### src/rtl/lpc_sync_pkg.sv
package lpc_sync_pkg;

    localparam int NIB_W = 4;

    localparam logic [NIB_W-1:0] CODE_READY     = 4'b0000;
    localparam logic [NIB_W-1:0] CODE_WAIT_SHRT = 4'b0101;
    localparam logic [NIB_W-1:0] CODE_WAIT_LONG = 4'b0110;
    localparam logic [NIB_W-1:0] CODE_READY_ALT = 4'b1001;
    localparam logic [NIB_W-1:0] CODE_ERROR     = 4'b1010;

    typedef enum logic [1:0] {
        ST_IDLE,
        ST_HUNT,
        ST_SHORT,
        ST_LONG
    } sync_state_e;

    typedef enum logic [2:0] {
        K_READY,
        K_READY_ALT,
        K_WAIT_SHRT,
        K_WAIT_LONG,
        K_ERROR,
        K_ILLEGAL
    } nib_kind_e;

endpackage

### src/rtl/lpc_sync_decode.sv
module lpc_sync_decode
    import lpc_sync_pkg::*;
(
    input  logic [NIB_W-1:0] nib,
    output nib_kind_e        kind,
    output logic             legal
);

    always_comb begin
        unique case (nib)
            CODE_READY:     kind = K_READY;
            CODE_READY_ALT: kind = K_READY_ALT;
            CODE_WAIT_SHRT: kind = K_WAIT_SHRT;
            CODE_WAIT_LONG: kind = K_WAIT_LONG;
            CODE_ERROR:     kind = K_ERROR;
            default:        kind = K_ILLEGAL;
        endcase
    end

    assign legal = (kind != K_ILLEGAL);

endmodule

### src/rtl/lpc_run_cnt.sv
module lpc_run_cnt #(
    parameter int LIMIT = 3
) (
    input  logic clk,
    input  logic rst_n,
    input  logic clr,
    input  logic inc,
    output logic hit
);

    localparam int CW = (LIMIT < 2) ? 1 : $clog2(LIMIT + 1);
    localparam logic [CW-1:0] LAST = CW'(LIMIT - 1);
    localparam logic [CW-1:0] TOP  = CW'(LIMIT);

    logic [CW-1:0] cnt_q;

    always_ff @(posedge clk or negedge rst_n) begin
        if (!rst_n) begin
            cnt_q <= '0;
        end else if (clr) begin
            cnt_q <= '0;
        end else if (inc && (cnt_q != TOP)) begin
            cnt_q <= cnt_q + 1'b1;
        end
    end

    assign hit = inc && !clr && (cnt_q == LAST);

endmodule

### src/rtl/lpc_sync_watch.sv
module lpc_sync_watch
    import lpc_sync_pkg::*;
#(
    parameter int MISS_LIMIT  = 3,
    parameter int SHORT_LIMIT = 8
) (
    input  logic             clk,
    input  logic             rst_n,
    input  logic             sync_start,
    input  logic [NIB_W-1:0] lad_in,
    output logic             done,
    output logic             abort,
    output logic             rdy_alt,
    output logic             err_sync
);

    localparam int SHORT_ABORT_AT = SHORT_LIMIT + 1;

    sync_state_e state_q, state_d;
    nib_kind_e   kind;
    logic        legal;
    logic        watching;
    logic        miss_hit, short_hit;
    logic        done_d, abort_d, alt_d, err_d;

    lpc_sync_decode u_dec (
        .nib   (lad_in),
        .kind  (kind),
        .legal (legal)
    );

    assign watching = (state_q != ST_IDLE);

    // consecutive clocks without a legal SYNC value
    lpc_run_cnt #(.LIMIT(MISS_LIMIT)) u_miss (
        .clk   (clk),
        .rst_n (rst_n),
        .clr   (!watching || legal),
        .inc   (watching && !legal),
        .hit   (miss_hit)
    );

    // consecutive short-wait codes
    lpc_run_cnt #(.LIMIT(SHORT_ABORT_AT)) u_short (
        .clk   (clk),
        .rst_n (rst_n),
        .clr   (!watching || (kind != K_WAIT_SHRT)),
        .inc   (watching && (kind == K_WAIT_SHRT)),
        .hit   (short_hit)
    );

    always_comb begin
        state_d = state_q;
        done_d  = 1'b0;
        abort_d = 1'b0;
        alt_d   = 1'b0;
        err_d   = 1'b0;
        unique case (state_q)
            ST_IDLE: begin
                if (sync_start) begin
                    state_d = ST_HUNT;
                end
            end
            ST_HUNT, ST_SHORT, ST_LONG: begin
                unique case (kind)
                    K_READY: begin
                        state_d = ST_IDLE;
                        done_d  = 1'b1;
                    end
                    K_READY_ALT: begin
                        state_d = ST_IDLE;
                        done_d  = 1'b1;
                        alt_d   = 1'b1;
                    end
                    K_ERROR: begin
                        state_d = ST_IDLE;
                        done_d  = 1'b1;
                        err_d   = 1'b1;
                    end
                    K_WAIT_SHRT: begin
                        if (short_hit) begin
                            state_d = ST_IDLE;
                            abort_d = 1'b1;
                        end else begin
                            state_d = ST_SHORT;
                        end
                    end
                    K_WAIT_LONG: begin
                        state_d = ST_LONG;
                    end
                    K_ILLEGAL: begin
                        if (miss_hit) begin
                            state_d = ST_IDLE;
                            abort_d = 1'b1;
                        end else begin
                            state_d = ST_HUNT;
                        end
                    end
                    default: begin
                        state_d = ST_IDLE;
                        abort_d = 1'b1;
                    end
                endcase
            end
            default: state_d = ST_IDLE;
        endcase
    end

    always_ff @(posedge clk or negedge rst_n) begin
        if (!rst_n) begin
            state_q <= ST_IDLE;
        end else begin
            state_q <= state_d;
        end
    end

    always_ff @(posedge clk or negedge rst_n) begin
        if (!rst_n) begin
            done     <= 1'b0;
            abort    <= 1'b0;
            rdy_alt  <= 1'b0;
            err_sync <= 1'b0;
        end else begin
            done     <= done_d;
            abort    <= abort_d;
            rdy_alt  <= alt_d;
            err_sync <= err_d;
        end
    end

endmodule

### config.mk
export PLATFORM = sky130hd
export DESIGN_NAME = lpc_sync_watch
export DESIGN_NICKNAME = d
export VERILOG_FILES = /design/src/rtl/lpc_sync_pkg.sv /design/src/rtl/lpc_sync_decode.sv /design/src/rtl/lpc_run_cnt.sv /design/src/rtl/lpc_sync_watch.sv
export SDC_FILE = /design/constraint.sdc
export NUM_CORES = 1
export LEC_CHECK = 0
export BUFFER_PORTS_ARGS = -buffer_cell sky130_fd_sc_hd__buf_2
export CORE_AREA = 2 2 39 41
export CTS_BUF_LIST = sky130_fd_sc_hd__clkbuf_8
export CTS_CLUSTER_SIZE = 12
export DETAILED_ROUTE_END_ITERATION = 6
export DIE_AREA = 0 0 41 43
export GPL_ROUTABILITY_DRIVEN = 0
export HOLD_SLACK_MARGIN = 0.02
export MAX_ROUTING_LAYER = met4
export PLACE_DENSITY = 0.7
export SLEW_MARGIN = 10
export SYNTH_ARGS = -nofsm -noshare
export SYNTH_HDL_FRONTEND = slang
export SYNTH_SLANG_ARGS = --single-unit
### constraint.sdc
create_clock -name clk -period 2.9 [get_ports clk]
set_input_delay 0.29 -clock clk [delete_from_list [all_inputs] [get_ports clk]]
set_output_delay 0.29 -clock clk [all_outputs]
set_load 0.05 [all_outputs]
Word-level counts from Yosys, hierarchy flattened
Cells that the tools add are included.
- bits in registers: 12
- input port bits: 7
- output and inout bits: 4
- word-level logic and storage cells: 71
- $add $sub $neg: 2
- equality and inequality tests: 19
- muxes and demuxes: 20
- reductions and logical operators: 23
- operators by type and width (cell ; count):
    $pmux 3 s5 ; 1
    $eq 4x4->1 const B ; 3
    $mux 1 ; 10
    $eq 4x3->1 const B ; 2
    $logic_and 1x1->1 ; 8
    $mux 2 ; 4
    $mux 4 ; 2
    $eq 2x2->1 const B ; 3
    $eq 3x2->1 const B ; 2
    $eq 3x3->1 const B ; 2
    $pmux 2 s3 ; 1
    $reduce_bool 2->1 ; 3
    $reduce_or 3->1 ; 2
    $add 4x1->4 const B ; 1
    $logic_not 1->1 ; 4
    $logic_not 4->1 ; 1
    $ne 2x2->1 const B ; 2
    $ne 4x4->1 const B ; 1
    $pmux 2 s2 ; 1
    $reduce_or 4->1 ; 1
    $eq 3x1->1 const B ; 1
    $logic_not 3->1 ; 1
    $ne 3x2->1 const B ; 1
    $ne 3x3->1 const B ; 1
    5 further kinds ; 6

Logic depth before layout (Yosys ltp)
- depth after elaboration: 10
- mapped depth: 5
- mapped depth without buffers: 5

Modules after synthesis
From an unflattened synthesis, not the netlist that was laid out.
- cells, all modules: 77
- area total of the unflattened synthesis: 774.5 um2
- modules (own cells, without submodules) (module ; instances ; cells an instance ; area each (um2)):
    lpc_run_cnt (u_short) ; 1 ; 26 ; 265.3
    lpc_sync_watch ; 1 ; 25 ; 260.2
    lpc_run_cnt (u_miss) ; 1 ; 14 ; 140.1
    lpc_sync_decode ; 1 ; 12 ; 108.9

Worst setup path before layout
Ideal clock, no wire load.
- path type: flip-flop to flip-flop
- from: register u_short.cnt_q[0]
- to: register u_short.cnt_q[1]
- arrival: 972 ps
- required time: 2777 ps
- path slack: 1805 ps
- stages on the path, launching flop included: 5
- buffers on the path: 0
- clock period less this slack: 1095 ps
- cell sequence: dfrtp_1 -> ha_1 -> nand3b_1 -> mux2i_1 -> nor2_1
- word-level cells in the longest chain between the ends: 3
- ends and longest elaborated chain (element ; line ; source):
    from (decl) ; lpc_run_cnt.sv:15 ; logic [CW-1:0] cnt_q;
    from (signal assigned) ; lpc_run_cnt.sv:23 ; cnt_q <= cnt_q + 1'b1;
    $add 4x1->4 or $ne 4x4->1 (tied branches) ; lpc_run_cnt.sv:23, lpc_run_cnt.sv:22 ;
    $mux 4 or $logic_and 1x1->1 (tied branches) ; lpc_run_cnt.sv:22 ; end else if (inc && (cnt_q != TOP)) begin
    $mux 4 or $reduce_bool 2->1 (tied branches) ; - ;
Several ways; a longest one is shown, not always the timed one. The select of a mux whose other input is x is not followed.
A chain may end at the register's enable or synchronous reset.

Worst setup path after layout
- from: register u_short.cnt_q[1]
- to: register u_short.cnt_q[1]
The elaborated chain is that of the path after synthesis.

==> out/qor.csv <==
metric,value,unit
outcome,completed,
synth_seq_cells,12,
rsz0062_at_grt,no,
max_slew_margin,0.772,
mostFrequentLayoutCells,"12 x dfrtp_1, 10 x nor2_1, 10 x buf_2",
fin_cells,95,
h-tree-depth,1,
critPathLaunchType,flop,
critPathKind,flop to flop,
max_freq,0.851,GHz
clk_pin_slew,0.05,ns
dpl.cell_count,91,
path_cells,inv_1 > ha_1 > nand3b_1 > mux2i_1 > nor2_1,
setup_viol,0,
drt-total-wl,1050,µm
num_rows,14,
syn_area,646,µm²
clock_sinks,12,
min_period_over_period,0.405,
vdd_ir_drop_max,0.000296,V
antenna_cells,0,
fin_skew,0.000409,ns
crit_end,u_short.cnt_q[1],
grt_first_pass_wirelength,1710,µm
power.density,649,mW/mm²
nets,93,
final_hold_viol_count,0,
r2r_slack,1.72,ns
die_x,41,µm
fp.coreArea,0.00138,mm²
ys_warn_count,0,
crit_fanout,4,
die_y,43,µm
clock-root-buffer,clkbuf_8,
fillers,133,
ioPinCount,11,
drt_iter0_drc,5,
grt_overflow,0,
synth_seq_area_share,0.465,
crit_required,3.01,ns
routedWlPerCell,11.0,µm
syn_inst,65,
cts_buffers,3,
cp_num_cells,5,
portBuffers,10,
worst_slew_pin_slew,0.340,ns
syn_avg_cell_area,9.93,µm²
grt_usage,0.151,
hold_class,input port to flop,
critical-path-top-delay-family,flip-flops,
cts_buffer_depth,2,
timing.rr.start,u_short.cnt_q[1],
start_util,0.467,
crit_arrival,1.29,ns
critPathLaunch,u_short.cnt_q[1],
finalSetupTns,0,ns
grt_max_degree,13,
max_cap_violations,0,
endpoint_kind,flop,
grt_pass1_vias,442,
layout_commonest_cell,dfrtp_1,
vias,485,
dr.pass1.iters,2,
drc_errors,0,
ant_nets,0,
cts_tree,built,
slew_viol_final,0,
cts_resized,0,
ff2ff_path_depth,5,
synth_cell_types,19,
r2r_end,u_short.cnt_q[1],
drive_above_1_share,0.190,
critPathSlowestCell,dfrtp_1,
clkLatencyLatePin,0.23,ns
syn2layout_area_growth,18.8,%
fin_util,0.554,
synth.net_count,77,
via_per_inst,5.11,
slowest_delay,0.39,ns
antenna_found_initial,0,
fp.dieArea,0.00176,mm²
period_needed,1.18,ns
critPathBufInv,1,
finalPower,0.000498,W
p_leak,0.380,nW
==> cell type report <==
class	instances	area, µm²	share of cell area
Sequential cell	12	300	0.392
Tap cell	16	20.0	0.0261
Multi-Input combinational cell	49	330	0.431
Inverter	4	15.0	0.0196
Timing Repair Buffer	11	60.1	0.0783
Clock buffer	3	41.3	0.0538
==> state kept, by name (all words and copies together), names as in the netlist <==
register and cells:
u_short.cnt_q 4, state_q 2, u_miss.cnt_q 2, abort 1, done 1, err_sync 1
rdy_alt 1
==> repair_timing <==
action / 4_1_cts / 5_1_grt
setup endpoints to repair: 0 / 0
buffers inserted: 0 / 0
hold endpoints to repair: 12 / 0
hold buffers: 1 / 0
==> cell families after synthesis <==
group,share of synthesized area
AOI/OAI and AO/OA,0.0911
xor gates and xnor gates,0.0814
adders and majority gates,0.0969
buffers and inverters,0.0232
DFF,0.465
muxes,0.0155
and+or+nand+nor,0.227
==> worst reg2reg max path, cell delays in order (launching register included) <==
cell	delay, ns
dfrtp_1	0.39
inv_1	0.08
ha_1	0.19
nand3b_1	0.14
mux2i_1	0.20
nor2_1	0.06
==> per-stage QoR <==
| stage | worst slack, ns | hold slack, ns | cell area [µm²] |
|---|---|---|---|
| after global placement | 1.70 | 0.178 | 716 |
| after global routing | 1.64 | 0.283 | 767 |
| final | 1.72 | 0.280 | 767 |
| after CTS | 1.72 | 0.274 | 767 |
| after floorplan | 1.81 | -0.00559 | 646 |
| after detailed placement | 1.70 | 0.181 | 716 |
==> synth_stat cells <==
| cell type | number | area [µm²] |
|---|---|---|
| dfrtp_1 | 12 | 300 |
| nor2_1 | 10 | 37.5 |
| ha_1 | 5 | 62.6 |
| a21oi_1 | 4 | 20.0 |
| inv_1 | 4 | 15.0 |
| nor2b_1 | 4 | 25.0 |
| xor2_1 | 4 | 35.0 |
| nand2_1 | 3 | 11.3 |
| nand3_1 | 3 | 15.0 |
| nand3b_1 | 3 | 22.5 |
| a221o_1 | 2 | 20.0 |
| and3_1 | 2 | 12.5 |
| nor3_1 | 2 | 10.0 |
| xnor2_1 | 2 | 17.5 |
| mux2i_1 | 1 | 10.0 |
| nand2b_1 | 1 | 6.26 |
| o211ai_2 | 1 | 12.5 |
| o22ai_1 | 1 | 6.26 |
| or2_2 | 1 | 6.26 |
==> power by group <==
group	total, W	leakage [nW]	internal (W)	switching, W
Clock	0.000143	0.0216	0.0000907	0.0000520
Combinational	0.000146	0.196	0.0000582	0.0000875
Sequential	0.000210	0.162	0.000194	0.0000159
Total	0.000498	0.380	0.000343	0.000155
==> per-layer routing <==
layer	track usage	wire length (µm)	up-vias
met5	-	0	-
met4	0.120	19	0
met3	0.0157	24	2
met2	0.213	485	7
met1	0.189	516	228
li1	-	-	248
==> worst min-delay path by stage <==
stage	cells after the start	slack (ns)	start	to
final	3	0.28	sync_start	state_q[0]
after global placement	1	0.18	rst_n	done
after CTS	3	0.27	sync_start	state_q[0]
after detailed placement	1	0.18	rst_n	done
after global routing	3	0.28	sync_start	state_q[0]
after floorplan	0	-0.006	rst_n	abort
(Power assumes the default switching activity.)
